## config.mk

```make
export PLATFORM = sky130hd
export DESIGN_NAME = barrier_wake_ctrl
export DESIGN_NICKNAME = d
export VERILOG_FILES = /design/src/rtl/bwc_pkg.sv /design/src/rtl/bwc_watchdog.sv /design/src/rtl/bwc_phase_timer.sv /design/src/rtl/bwc_line_match.sv /design/src/rtl/barrier_wake_ctrl.sv
export SDC_FILE = /design/constraint.sdc
export NUM_CORES = 1
export LEC_CHECK = 0
export BUFFER_PORTS_ARGS = -buffer_cell sky130_fd_sc_hd__buf_2
export CAP_MARGIN = 20
export CORE_MARGIN = 3
export CORE_UTILIZATION = 45
export DETAILED_ROUTE_END_ITERATION = 16
export MAX_ROUTING_LAYER = met4
export PLACE_DENSITY = 0.7
export SYNTH_ARGS = -nofsm -noshare
export SYNTH_HDL_FRONTEND = slang
export SYNTH_HIERARCHICAL = 1
export SYNTH_SLANG_ARGS = --single-unit
export TNS_END_PERCENT = 5
```

## constraint.sdc

```tcl
create_clock -name clk -period 4.7 [get_ports clk]
set_input_delay 1.175 -clock clk [delete_from_list [all_inputs] [get_ports clk]]
set_output_delay 1.175 -clock clk [all_outputs]
set_load 0.02 [all_outputs]
```

## src/rtl/bwc_pkg.sv

```systemverilog
package bwc_pkg;
  typedef enum logic [2:0] {
    ST_IDLE, ST_FLUSH, ST_ENTER, ST_SLEEP, ST_EXIT, ST_SPIN, ST_DEPART
  } bwc_state_e;
  localparam int CAUSE_W   = 2;
  localparam int CAUSE_TMR = 0;
  localparam int CAUSE_INV = 1;
endpackage

```

## src/rtl/bwc_watchdog.sv

```systemverilog
module bwc_watchdog #(
  parameter int W = 16
) (
  input  logic         clk,
  input  logic         rst_n,
  input  logic         load,
  input  logic [W-1:0] load_val,
  input  logic         run,
  output logic         fire
);
  logic [W-1:0] cnt_q;

  always_ff @(posedge clk or negedge rst_n) begin
    if (!rst_n)                   cnt_q <= '0;
    else if (load)                cnt_q <= load_val;
    else if (run && cnt_q != '0)  cnt_q <= cnt_q - 1'b1;
  end

  // expiry on the last counted cycle of sleep
  assign fire = run && (cnt_q == W'(1));
endmodule

```

## src/rtl/bwc_phase_timer.sv

```systemverilog
module bwc_phase_timer #(
  parameter int W = 8
) (
  input  logic         clk,
  input  logic         rst_n,
  input  logic         load,
  input  logic [W-1:0] load_val,
  output logic         done
);
  logic [W-1:0] cnt_q;

  always_ff @(posedge clk or negedge rst_n) begin
    if (!rst_n)               cnt_q <= '0;
    else if (load)            cnt_q <= load_val;
    else if (cnt_q != '0)     cnt_q <= cnt_q - 1'b1;
  end

  assign done = (cnt_q == '0);
endmodule

```

## src/rtl/bwc_line_match.sv

```systemverilog
module bwc_line_match #(
  parameter int ADDR_W   = 32,
  parameter int LINE_OFS = 6
) (
  input  logic              clk,
  input  logic              rst_n,
  input  logic              capture,
  input  logic [ADDR_W-1:0] cap_addr,
  input  logic              watch,
  input  logic              hold,
  input  logic              inv_valid,
  input  logic [ADDR_W-1:0] inv_addr,
  output logic              hit,
  output logic              pending
);
  localparam int TAG_W = ADDR_W - LINE_OFS;

  logic [TAG_W-1:0] tag_q;

  always_ff @(posedge clk or negedge rst_n) begin
    if (!rst_n) begin
      tag_q   <= '0;
      pending <= 1'b0;
    end else if (capture) begin
      tag_q   <= cap_addr[ADDR_W-1:LINE_OFS];
      pending <= 1'b0;
    end else if (hold && hit) begin
      pending <= 1'b1;
    end
  end

  assign hit = watch && inv_valid && (inv_addr[ADDR_W-1:LINE_OFS] == tag_q);
endmodule

```

## src/rtl/barrier_wake_ctrl.sv

```systemverilog
module barrier_wake_ctrl
  import bwc_pkg::*;
#(
  parameter int STALL_W  = 16,
  parameter int ADDR_W   = 32,
  parameter int LINE_OFS = 6,
  parameter int LAT_W    = 8
) (
  input  logic                clk,
  input  logic                rst_n,
  input  logic                arm_valid,
  output logic                arm_ready,
  input  logic [STALL_W-1:0]  arm_stall,
  input  logic [ADDR_W-1:0]   arm_addr,
  input  logic                arm_nosnoop,
  input  logic [LAT_W-1:0]    arm_enter_lat,
  input  logic [LAT_W-1:0]    arm_exit_lat,
  output logic                flush_req,
  input  logic                flush_done,
  input  logic                inv_valid,
  input  logic [ADDR_W-1:0]   inv_addr,
  input  logic                rel_flag,
  output logic                core_sleep,
  output logic                spinning,
  output logic [CAUSE_W-1:0]  wake_cause,
  output logic                early,
  output logic                depart_valid,
  input  logic                depart_ready
);
  bwc_state_e state_q, state_d;

  logic [LAT_W-1:0]   ent_lat_q, ext_lat_q;
  logic [CAUSE_W-1:0] cause_q;
  logic               early_q;

  logic             accept;
  logic             ph_load, ph_done;
  logic [LAT_W-1:0] ph_val;
  logic             wd_run, wd_fire;
  logic             inv_hit, inv_pend;
  logic             watch, hold, wake;

  assign accept = arm_valid && arm_ready;
  assign watch  = (state_q == ST_FLUSH) || (state_q == ST_ENTER) || (state_q == ST_SLEEP);
  assign hold   = (state_q == ST_FLUSH) || (state_q == ST_ENTER);
  assign wd_run = (state_q == ST_SLEEP);
  assign wake   = wd_run && (inv_pend || inv_hit || wd_fire);

  bwc_watchdog #(.W(STALL_W)) i_wd (
    .clk      (clk),
    .rst_n    (rst_n),
    .load     (accept),
    .load_val (arm_stall),
    .run      (wd_run),
    .fire     (wd_fire)
  );

  bwc_phase_timer #(.W(LAT_W)) i_ph (
    .clk      (clk),
    .rst_n    (rst_n),
    .load     (ph_load),
    .load_val (ph_val),
    .done     (ph_done)
  );

  bwc_line_match #(.ADDR_W(ADDR_W), .LINE_OFS(LINE_OFS)) i_match (
    .clk       (clk),
    .rst_n     (rst_n),
    .capture   (accept),
    .cap_addr  (arm_addr),
    .watch     (watch),
    .hold      (hold),
    .inv_valid (inv_valid),
    .inv_addr  (inv_addr),
    .hit       (inv_hit),
    .pending   (inv_pend)
  );

  always_comb begin
    state_d = state_q;
    ph_load = 1'b0;
    ph_val  = arm_enter_lat;
    unique case (state_q)
      ST_IDLE: if (accept) begin
        if (arm_stall == '0)  state_d = ST_SPIN;
        else if (arm_nosnoop) state_d = ST_FLUSH;
        else begin
          state_d = ST_ENTER;
          ph_load = 1'b1;
          ph_val  = arm_enter_lat;
        end
      end
      ST_FLUSH: if (flush_done) begin
        state_d = ST_ENTER;
        ph_load = 1'b1;
        ph_val  = ent_lat_q;
      end
      ST_ENTER: if (ph_done) state_d = ST_SLEEP;
      ST_SLEEP: if (wake) begin
        state_d = ST_EXIT;
        ph_load = 1'b1;
        ph_val  = ext_lat_q;
      end
      ST_EXIT:   if (ph_done) state_d = rel_flag ? ST_DEPART : ST_SPIN;
      ST_SPIN:   if (rel_flag) state_d = ST_DEPART;
      ST_DEPART: if (depart_ready) state_d = ST_IDLE;
      default:   state_d = ST_IDLE;
    endcase
  end

  always_ff @(posedge clk or negedge rst_n) begin
    if (!rst_n) begin
      state_q   <= ST_IDLE;
      ent_lat_q <= '0;
      ext_lat_q <= '0;
      cause_q   <= '0;
      early_q   <= 1'b0;
    end else begin
      state_q <= state_d;
      if (accept) begin
        ent_lat_q <= arm_enter_lat;
        ext_lat_q <= arm_exit_lat;
        cause_q   <= '0;
        early_q   <= 1'b0;
      end
      if (wake) begin
        cause_q[CAUSE_TMR] <= wd_fire;
        cause_q[CAUSE_INV] <= inv_pend || inv_hit;
      end
      if (state_q == ST_EXIT && ph_done) early_q <= !rel_flag;
    end
  end

  assign arm_ready    = (state_q == ST_IDLE);
  assign flush_req    = (state_q == ST_FLUSH);
  assign core_sleep   = (state_q == ST_ENTER) || (state_q == ST_SLEEP);
  assign spinning     = (state_q == ST_SPIN);
  assign depart_valid = (state_q == ST_DEPART);
  assign wake_cause   = cause_q;
  assign early        = early_q;
endmodule

```

==> results of run 1 <==
## final cells by class
cell class,instances,area share
clock buffer,10,0.0252
clock inverter,6,0.0163
inverter,13,0.00962
multi-input combinational,341,0.453
sequential,73,0.360
tap,129,0.0318
timing repair buffer,103,0.104
## state kept, by name, summed over array words and instances (netlist names)
signal,cells
ext_lat_q,8
i_wd/cnt_q,16
ent_lat_q,8
i_match/pending,1
state_q,3
i_match/tag_q,26
wake_cause,2
early,1
i_ph/cnt_q,8
## cells in the final DEF (no fill, tap or decap), types with 2 or more instances in the layout
master / netlist / routed
o21ai_1: 4 / 4
or4_1: 7 / 7
nor4_1: 16 / 16
buf_4: 2 / 5
nand4_1: 5 / 5
nor3_1: 14 / 14
buf_2: 4 / 98
or3_4: 2 / 2
clkbuf_8: 0 / 9
inv_1: 10 / 10
nor3b_1: 5 / 5
mux2i_1: 3 / 3
a31oi_1: 8 / 8
xor2_1: 26 / 26
o211ai_1: 2 / 2
o2111ai_1: 3 / 3
bufinv_16: 0 / 2
mux2_2: 25 / 25
nand2_2: 2 / 2
dfrtp_1: 73 / 73
o21ai_0: 12 / 12
nand3_1: 10 / 10
a2bb2oi_1: 4 / 4
a22o_1: 10 / 10
a211o_1: 2 / 2
xnor2_1: 2 / 2
nor2_1: 25 / 25
ha_1: 3 / 3
inv_2: 2 / 2
nand2b_1: 5 / 5
a21oi_1: 12 / 12
nand2_1: 69 / 69
clkinv_2: 0 / 3
a21o_1: 9 / 9
nor4_4: 2 / 2
o41ai_1: 3 / 3
o31ai_1: 9 / 9
or3_1: 8 / 8
nor2b_1: 3 / 3
## through the flow
step | power [mW] | util | instance area [um2]
CTS | 2.83 | 0.549 | 5070
detailed placement | 2.29 | 0.526 | 4860
finish | 2.81 | 0.549 | 5070
floorplan | 2.03 | - | 4290
global placement | 2.24 | 0.526 | 4860
global route | 3.04 | 0.549 | 5070
## worst max-delay path, stage by stage, from the launching register on
cell	delay [ns]
dfrtp_1	0.70
and3b_1	0.29
nor2b_1	0.32
nand2_1	0.09
nor4b_1	0.39
or3_4	0.22
mux2_4	0.17
nand2_2	0.15
o31ai_1	0.11
buf_4	0.22
inv_1	0.11
a221oi_1	0.28
## cells by family after synthesis
group	synth area share
AOI/OAI and AO/OA	0.161
xor gates and xnor gates	0.0571
adders and majority gates	0.00874
buffers and inverters	0.0396
DFF	0.426
muxes	0.0761
and+or+nand+nor	0.232
## power groups by stage
stage                     Combinational [mW]  Sequential [mW]  Clock [mW]
final                                   1.09             1.20       0.530
after global routing                    1.22             1.24       0.579
after CTS                               1.10             1.19       0.542
after detailed placement                1.09             1.20           0
after global placement                  1.06             1.18           0
after floorplan                        0.917             1.11           0
## how the worst min path moves through the flow
| stage | start | depth (start not counted) | slack [ns] | endpoint |
|---|---|---|---|---|
| floorplan | ext_lat_q[0] | 2 | 0.45 | ext_lat_q[0] |
| global placement | ent_lat_q[5] | 2 | 0.46 | ent_lat_q[5] |
| detailed placement | ent_lat_q[3] | 2 | 0.46 | ent_lat_q[3] |
| CTS | ent_lat_q[3] | 2 | 0.48 | ent_lat_q[3] |
| global route | ext_lat_q[1] | 2 | 0.51 | ext_lat_q[1] |
| finish | ext_lat_q[2] | 2 | 0.48 | ext_lat_q[2] |
## layer usage
layer	share of wire	wire length, um
met1	0.47	4830
met2	0.46	4670
met3	0.059	607
met4	0.011	116
met5	0	0
==> results.py, run 1 <==
metrics = {
    "status": {
        "status": "completed",
    },
    "clock_network": {
        "cts_tree": "yes",
        "post_cts_resized": 0,
        "clkLatencyLatePin_ns": 0.34,
        "holdBufCountCts": 0,
        "clk_path_buf_depth": 2,
        "clkSinkCount": 73,
        "cts_root_buf": "clkbuf_8",
        "cts_max_level": 3,
        "path_clk_slew_ns": 0.07,
        "cts_setup_buffers": 0,
        "cts_buffers": 9,
    },
    "synthesis": {
        "async_flop_share": 1.00,
        "synthesis.nets": 553,
        "ys_warn_count": 6,
        "seq_area_frac_synth": 0.426,
        "synthTopCellsByArea": "dfrtp_1 (43%), mux2_2 (6.6%), nand2_1 (6.0%), xor2_1 (5.3%), nor4_1 (2.3%)",
        "ys_types": 72,
        "syn_area_per_cell_um2": 9.63,
        "yosys.cell_count.top_type": "dfrtp_1",
        "synth_common_cells": "dfrtp_1 (73), nand2_1 (69), xor2_1 (26), mux2_2 (25), nor2_1 (25)",
        "synth_top_area_frac": 0.426,
        "synth_area_mm2": 0.00429,
        "netlist_instances": 446,
        "synth.ff_latch_count": 73,
        "synth_edf_count": 0,
        "synth_top_flop_cell": "dfrtp_1",
        "yosysTopAreaCell": "dfrtp_1",
    },
    "layout": {
        "finalNonFillerCells": 675,
        "seq_area_mm2": 0.00183,
        "nets": 648,
        "fillers": 840,
        "multiInputGateArea_mm2": 0.00230,
        "n_antenna_cell": 0,
        "syn_to_final_growth_pct": 18.1,
        "drive_above_1_share": 0.295,
    },
    "placed_design": {
        "dpl_worst_slack_ns": 1.23,
        "hpwl_mm": 7.50,
        "dp_cells": 659,
        "globalplace.congestion": 0.869,
        "port_buffers": 99,
    },
    "pwr": {
        "switching_share": 0.389,
        "combPwrFrac": 0.387,
        "power_density_mw_per_mm2": 555,
        "intPower_mw": 1.72,
        "p_switching_mw": 1.09,
        "p_seq_frac": 0.425,
        "ir_drop_mv": 0.245,
        "clock_power_share": 0.188,
        "p_leak_nw": 2.27,
    },
    "setup_path": {
        "r2r-start": "state_q[1]",
        "crit_path_end": "i_ph/cnt_q[5]",
        "r2r_end": "i_ph/cnt_q[5]",
        "crit_type": "reg2reg",
        "r2r_setup_slack_ns": 1.53,
        "r2r_cells": 11,
        "critical_path_required_ns": 4.93,
        "path_max_fanout": 17,
        "startpoint_type": "flip-flop",
        "critical_path_arrival_ns": 3.39,
        "startpoint": "state_q[1]",
        "end_kind": "flip-flop",
    },
    "sta": {
        "finalClockSkew_ns": 0.0129,
        "period_minus_slack_ns": 3.17,
        "layout_setup_ws_ns": 1.53,
        "worst-slew-pin-transition_ns": 0.928,
        "period_share": 0.674,
        "setup_viol": 0,
        "maxSlewViolCount": 0,
        "relSlewSlack": 0.381,
        "fmax_ghz": 0.316,
        "hold_violations": 0,
        "hold_ws_ns": 0.481,
        "setup_tns_ns": 0,
        "grt_setup_unrepaired": "false",
    },
    "detailed_routing": {
        "wl_per_cell_um": 15.1,
        "drt_first_pass_iters": 5,
        "dr.first_iter.drc_count": 201,
        "viasPerCell": 5.52,
        "wl_mm": 10.2,
        "dr_total_vias": 3724,
        "ant_nets": 0,
        "drc": 0,
    },
    "die": {
        "dieArea_mm2": 0.0107,
        "fp-row-count": 35,
        "initial_core_util": 0.465,
        "coreArea_mm2": 0.00924,
        "die_w_um": 104,
        "ios": 112,
        "fp.dieH_um": 104,
    },
    "global_routing": {
        "met3_usage": 0.0455,
        "antenna_found_initial": 0,
        "grt_max_degree": 74,
        "met1_usage": 0.262,
        "gr-usage-all-layers": 0.196,
        "grt_pass1_wl_mm": 17.1,
        "grt_pass1_vias": 3715,
        "grt_overflow": 0,
        "use_met2": 0.300,
        "busiest_layer": "met2",
    },
    "worst_hold_path": {
        "min_path_type": "reg2reg",
    },
    "flow_run": {
        "max_cap_viol_count": 0,
    },
}
No activity file was read; power rests on OpenSTA's default activity.
==> run 2: changes to the inputs <==
--- a/config.mk
+++ b/config.mk
@@ -5,13 +5,14 @@
 export SDC_FILE = /design/constraint.sdc
 export NUM_CORES = 1
 export LEC_CHECK = 0
+export ABC_AREA = 1
 export BUFFER_PORTS_ARGS = -buffer_cell sky130_fd_sc_hd__buf_2
 export CAP_MARGIN = 20
 export CORE_MARGIN = 3
 export CORE_UTILIZATION = 45
 export DETAILED_ROUTE_END_ITERATION = 16
 export MAX_ROUTING_LAYER = met4
-export PLACE_DENSITY = 0.7
+export PLACE_DENSITY = 0.71
 export SYNTH_ARGS = -nofsm -noshare
 export SYNTH_HDL_FRONTEND = slang
 export SYNTH_HIERARCHICAL = 1
==> constraint.sdc (replaced) <==
create_clock -name clk -period 2.7 [get_ports clk]
set_input_delay 0.675 -clock clk [delete_from_list [all_inputs] [get_ports clk]]
set_output_delay 0.675 -clock clk [all_outputs]
set_load 0.02 [all_outputs]
==> run 2 against run 1 <==
Critical path type unchanged. Critical endpoint is now i_ph/cnt_q[4]. Combinational power grew to 2.5 times the previous value. Die area increased by 11%. Worst hold slack lost 0.20 ns. Synthesized area increased by 11%. Largest power group is now combinational cells.
==> results.py, run 2 <==
metrics = {
    "flow_run": {
        "max_cap_viol_count": 0,
    },
    "setup_path": {
        "critical_path_arrival_ns": 2.70,
        "startpoint_type": "flip-flop",
        "r2r_end": "i_ph/cnt_q[4]",
        "r2r_setup_slack_ns": 0.27,
        "end_kind": "flip-flop",
        "r2r-start": "state_q[0]",
        "path_max_fanout": 12,
        "crit_type": "reg2reg",
        "critical_path_required_ns": 2.97,
        "r2r_cells": 14,
    },
    "pwr": {
        "ir_drop_mv": 0.415,
        "power_density_mw_per_mm2": 1000,
        "p_leak_nw": 3.00,
        "power_mw": 5.62,
    },
    "global_routing": {
        "grt_overflow": 0,
        "grt_pass1_wl_mm": 19.4,
        "gr-usage-all-layers": 0.212,
        "grt_pass1_vias": 4312,
        "grt_max_degree": 76,
        "antenna_found_initial": 0,
    },
    "detailed_routing": {
        "ant_nets": 0,
        "wl_per_cell_um": 12.7,
        "dr.first_iter.drc_count": 217,
        "dr_total_vias": 4626,
        "wl_mm": 11.8,
        "drt_first_pass_iters": 4,
        "viasPerCell": 4.99,
        "drc": 0,
    },
    "layout": {
        "syn_to_final_growth_pct": 17.5,
        "largestRegisters": "i_match/tag_q: 26 flops, i_wd/cnt_q: 16 flops",
        "layout_common_cells": "nand2_1 (248), buf_2 (99), inv_1 (81)",
        "final_common_cell": "nand2_1",
        "nets": 897,
        "drive_above_1_share": 0.225,
        "largest_reg_flops": 26,
        "n_antenna_cell": 0,
        "fillers": 993,
        "largest_register": "i_match/tag_q",
        "multiInputGateArea_mm2": 0.00250,
        "seq_area_mm2": 0.00183,
    },
    "synthesis": {
        "yosys.cell_count.top_type": "nand2_1",
        "synthTopCellsByArea": "dfrtp_1 (38%), nand2_1 (20%), inv_1 (6.4%), nand3_1 (6.1%), nor2_1 (5.2%)",
        "synth_area_mm2": 0.00477,
        "synth_top_area_frac": 0.383,
        "ys_warn_count": 6,
        "syn_area_per_cell_um2": 6.94,
        "seq_area_frac_synth": 0.383,
        "synth_common_cells": "nand2_1 (248), inv_1 (81), dfrtp_1 (73), nor2_1 (66), nand3_1 (58)",
        "synth_edf_count": 0,
        "netlist_instances": 688,
        "async_flop_share": 1.00,
        "yosysTopAreaCell": "dfrtp_1",
        "synth.ff_latch_count": 73,
        "synthesis.nets": 795,
        "ys_types": 40,
        "synth_top_flop_cell": "dfrtp_1",
    },
    "placed_design": {
        "port_buffers": 99,
        "hpwl_mm": 9.23,
        "globalplace.congestion": 0.890,
    },
    "sta": {
        "grt_setup_unrepaired": "false",
        "worst-slew-pin-transition_ns": 0.501,
        "setup_viol": 0,
        "hold_violations": 0,
        "setup_tns_ns": 0,
        "period_share": 0.901,
        "finalClockSkew_ns": 0.0113,
        "period_minus_slack_ns": 2.43,
        "relSlewSlack": 0.666,
        "maxSlewViolCount": 0,
        "fmax_ghz": 0.411,
    },
    "clock_network": {
        "cts_setup_buffers": 0,
        "cts_max_level": 3,
        "cts_buffers": 9,
        "clk_path_buf_depth": 2,
        "path_clk_slew_ns": 0.08,
        "cts_tree": "yes",
        "clkLatencyLatePin_ns": 0.35,
        "cts_root_buf": "clkbuf_8",
        "clkSinkCount": 73,
    },
    "worst_hold_path": {
        "min_path_type": "in2async",
    },
    "die": {
        "coreArea_mm2": 0.0100,
        "dieArea_mm2": 0.0119,
        "ios": 112,
        "die_w_um": 109,
        "fp-row-count": 36,
        "fp.dieH_um": 109,
        "initial_core_util": 0.475,
    },
    "status": {
        "status": "completed",
    },
}
run 2: per-layer routing:
layer  global-route usage  part of all wire  wire length (um)  up-vias
met5                    -                 0                 0        -
met2                0.321              0.47              5560      110
li1                     -                 -                 -     2360
met4               0.0794             0.021               253        0
met3               0.0296             0.050               586       24
met1                0.289              0.46              5410     2132
run 2: worst max path at each step:
stage / from / endpoint / slack [ns]
2_1_floorplan: inv_addr[22] / i_ph/cnt_q[1] / 0.40
6_report: state_q[0] / i_ph/cnt_q[4] / 0.27
4_1_cts: state_q[0] / i_ph/cnt_q[4] / 0.26
3_5_place_dp: inv_addr[21] / i_ph/cnt_q[4] / 0.09
5_1_grt: state_q[0] / i_ph/cnt_q[4] / 0.02
3_3_place_gp: inv_addr[21] / i_ph/cnt_q[4] / 0.14
run 2: critical path, cell delays in order (launching register included):
cell,delay [ns]
dfrtp_1,0.48
nor2_4,0.09
nor2_1,0.16
nand2_1,0.07
nor4_1,0.34
nand3_1,0.11
nor2_1,0.11
nor2_1,0.06
nand2_1,0.09
nand2_2,0.12
nand2_4,0.08
o21bai_4,0.18
inv_1,0.16
nand2_4,0.13
a21boi_1,0.17
run 2: logic make-up (layout without fill, tap and decap cells):
family          count (synthesis)  in the layout  share of synthesized area
xor+xnor                       12             12                     0.0220
fa+ha+maj                       3              3                    0.00786
buf+inv                       104            210                     0.0944
compound gates                 65             65                     0.0878
mux                             4              4                    0.00944
flops                          73             73                      0.383
simple gates                  427            427                      0.396
run 2: power by group:
part / leakage (nW) / switching [mW] / internal, mW
Combinational: 1.99 / 1.74 / 1.03
Sequential: 0.907 / 0.387 / 1.60
Clock: 0.102 / 0.394 / 0.470
run 2: area by class of cell:
class                           instances  area share
Timing Repair Buffer                  107       0.104
Clock buffer                           12      0.0277
Clock inverter                          3     0.00714
Sequential cell                        73       0.326
Tap cell                              133      0.0297
Multi-Input combinational cell        511       0.446
Inverter                               88      0.0598
run 2: stage by stage:
| stage | instances | worst slack (ns) | area [um2] | hold WS, ns | utilization |
|---|---|---|---|---|---|
| 6_report | 927 | 0.268 | 5610 | 0.283 | 0.558 |
| 3_5_place_dp | 912 | 0.0864 | 5410 | 0.460 | 0.538 |
| 4_1_cts | 927 | 0.257 | 5600 | 0.287 | 0.558 |
| 3_3_place_gp | 912 | 0.142 | 5410 | 0.458 | 0.538 |
| 2_1_floorplan | 688 | 0.396 | 4770 | 0.379 | - |
| 5_1_grt | 927 | 0.0162 | 5610 | 0.302 | 0.558 |
run 2: timing repair:
| action | 4_1_cts | 5_1_grt |
|---|---|---|
| gates resized for setup | 0 | 1 |
| hold buffers | 0 | 0 |
| endpoints found under the setup margin | 0 | 1 |
==> run 3: changes to the inputs <==
--- a/config.mk
+++ b/config.mk
@@ -8,11 +8,14 @@
 export ABC_AREA = 1
 export BUFFER_PORTS_ARGS = -buffer_cell sky130_fd_sc_hd__buf_2
 export CAP_MARGIN = 20
+export CELL_PAD_IN_SITES_DETAIL_PLACEMENT = 0
+export CELL_PAD_IN_SITES_GLOBAL_PLACEMENT = 2
 export CORE_MARGIN = 3
-export CORE_UTILIZATION = 45
+export CORE_UTILIZATION = 27
 export DETAILED_ROUTE_END_ITERATION = 16
 export MAX_ROUTING_LAYER = met4
-export PLACE_DENSITY = 0.71
+export PLACE_DENSITY_LB_ADDON = 0.1
+export RECOVER_POWER = 25
 export SYNTH_ARGS = -nofsm -noshare
 export SYNTH_HDL_FRONTEND = slang
 export SYNTH_HIERARCHICAL = 1
==> constraint.sdc (replaced) <==
create_clock -name clk -period 2.7 [get_ports clk]
set_input_delay 0.675 -clock clk [delete_from_list [all_inputs] [get_ports clk]]
set_output_delay 0.675 -clock clk [all_outputs]
set_load 0.1 [all_outputs]
==> run 3 against run 2 <==
The flow now finishes with violations (capacitance limit, slew limit). Highest routed layer unchanged. Total power increased by 12%. Global-route usage shrank 6.0 points. Critical path depth grew 1. Register-to-register slack better by 0.02 ns. Setup slack better by 0.023 ns. Die area rose by 63%. Sequential share of layout area is 1.3 points lower. Critical path type unchanged.
==> results.py, run 3 (same netlist as run 2, synthesis figures left out) <==
metrics = {
    "sta": {
        "period_minus_slack_ns": 2.41,
        "fmax_ghz": 0.415,
        "period_share": 0.892,
        "hold_violations": 0,
        "relSlewSlack": -0.379,
        "finalClockSkew_ns": 0.00451,
        "maxSlewViolCount": 32,
        "worst-slew-pin-transition_ns": 2.07,
        "grt_setup_unrepaired": "false",
        "setup_tns_ns": 0,
        "layout_setup_ws_ns": 0.291,
        "setup_viol": 0,
    },
    "die": {
        "ios": 112,
        "coreArea_mm2": 0.0169,
        "dieArea_mm2": 0.0193,
        "fp-row-count": 47,
        "initial_core_util": 0.282,
        "die_w_um": 139,
        "fp.dieH_um": 139,
    },
    "global_routing": {
        "grt_max_degree": 76,
        "grt_pass1_vias": 4530,
        "antenna_found_initial": 0,
        "use_met2": 0.238,
        "gr-usage-all-layers": 0.152,
        "grt_overflow": 0,
        "grt_pass1_wl_mm": 23.1,
        "busiest_layer": "met2",
        "met3_usage": 0.0328,
        "met1_usage": 0.201,
    },
    "setup_path": {
        "r2r-start": "state_q[0]",
        "r2r_end": "i_ph/cnt_q[6]",
        "r2r_cells": 15,
        "cpMaxStageDelayCell": "dfrtp_1",
        "cpMostUsedCell": "nor2_1",
        "critical_path_arrival_ns": 2.68,
        "path_buf_inv": 1,
        "crit_chain": "nor2_4 > nor2_1 > nand2_1 > nor4_2 > nand3_1 > nor2_1 > nor2_1 > nand2_1 > nand2_2 > nand2_4 > o21bai_4 > inv_1 > nand2_4 > o21ai_2 > nor2_1",
        "cp.depth": 15,
        "critical_path_required_ns": 2.97,
        "crit_family": "simple AND/OR/NAND/NOR gates",
        "slowest_delay_ns": 0.47,
        "path_max_fanout": 8,
        "end_kind": "flip-flop",
        "startpoint_type": "flip-flop",
        "r2r_setup_slack_ns": 0.29,
        "crit_type": "reg2reg",
    },
    "pwr": {
        "power_mw": 6.29,
        "ir_drop_mv": 0.430,
        "power_density_mw_per_mm2": 1080,
        "p_leak_nw": 3.04,
    },
    "detailed_routing": {
        "wl_mm": 13.7,
        "drc": 0,
        "ant_nets": 0,
        "dr.first_iter.drc_count": 125,
        "viasPerCell": 4.32,
        "drt_first_pass_iters": 4,
        "wl_per_cell_um": 13.5,
        "dr_total_vias": 4389,
    },
    "layout": {
        "largest_register": "i_match/tag_q",
        "largest_reg_flops": 26,
        "layout_common_cells": "nand2_1 (248), buf_2 (98), inv_1 (81)",
        "multiInputGateArea_mm2": 0.00250,
        "finalNonFillerCells": 1016,
        "seq_area_mm2": 0.00183,
        "fillers": 1888,
        "design_area_mm2": 0.00585,
        "largestRegisters": "i_match/tag_q: 26 flops, i_wd/cnt_q: 16 flops",
        "n_antenna_cell": 0,
        "syn_to_final_growth_pct": 22.5,
        "nets": 898,
        "final_common_cell": "nand2_1",
        "drive_above_1_share": 0.227,
    },
    "clock_network": {
        "holdBufCountCts": 0,
        "path_clk_slew_ns": 0.06,
        "cts_buffers": 9,
        "clk_path_buf_depth": 2,
        "cts_max_level": 3,
        "clkSinkCount": 73,
        "post_cts_resized": 0,
        "cts_root_buf": "clkbuf_16",
        "cts_tree": "yes",
        "cts_setup_buffers": 0,
        "clkLatencyLatePin_ns": 0.34,
    },
    "placed_design": {
        "dpl_worst_slack_ns": -0.0436,
        "placed_area_mm2": 0.00552,
        "globalplace.congestion": 0.777,
        "port_buffers": 99,
        "dp_cells": 1000,
        "hpwl_mm": 10.7,
    },
    "worst_hold_path": {
        "min_from": "ext_lat_q[3]",
        "whs_endpoint": "ext_lat_q[3]",
        "min_delay_path_depth": 2,
        "min_path_type": "reg2reg",
    },
    "flow_run": {
        "max_cap_viol_count": 1,
    },
    "status": {
        "status": "finished with violations",
        "violations": "capacitance limit, slew limit",
    },
}
## run 3: cell types whose count changed in the layout (fill, tap and decap cells not counted)
cell / delta
buf_2: -1
buf_4: +1
bufinv_16: +1
clkbuf_16: +9
clkbuf_8: -11
clkinv_2: -1
clkinvlp_4: +4
## run 3: area by class of cell
type / instances / share of cell area
Multi-Input combinational cell: 511 / 0.428
Clock buffer: 9 / 0.0385
Inverter: 88 / 0.0574
Tap cell: 220 / 0.0471
Timing Repair Buffer: 108 / 0.100
Sequential cell: 73 / 0.312
Clock inverter: 7 / 0.0163
## run 3: power breakdown
| group | internal, mW | switching [mW] |
|---|---|---|
| registers | 1.60 | 0.388 |
| clock network | 0.808 | 0.510 |
| logic | 1.03 | 1.94 |
| total | 3.45 | 2.84 |
## run 3: tightest hold or removal path: stages, from the launching register on
cell	delay (ns)
dfrtp_1	0.34
nand2_1	0.05
nand2_1	0.05
## run 3: how the worst max path moves through the flow
stage | from | end | slack, ns
6_report | state_q[0] | i_ph/cnt_q[6] | 0.29
5_1_grt | state_q[2] | i_ph/cnt_q[6] | 0.003
4_1_cts | state_q[0] | i_ph/cnt_q[6] | 0.20
3_5_place_dp | inv_addr[22] | i_ph/cnt_q[4] | -0.04
3_3_place_gp | inv_addr[22] | i_ph/cnt_q[4] | 0.009
2_1_floorplan | state_q[0] | depart_valid | 0.20
## run 3: stage by stage
stage / utilization / hold slack (ns)
final: 0.345 / 0.478
after global routing: 0.345 / 0.501
after CTS: 0.345 / 0.296
after detailed placement: 0.326 / 0.465
after global placement: 0.326 / 0.459
after floorplan: - / 0.379
## run 3: per-layer routing
metal / wire length (um) / vias to the layer above
met5: 0 / -
met4: 163 / 0
met3: 508 / 11
met2: 6260 / 81
met1: 6790 / 1934
li1: - / 2363
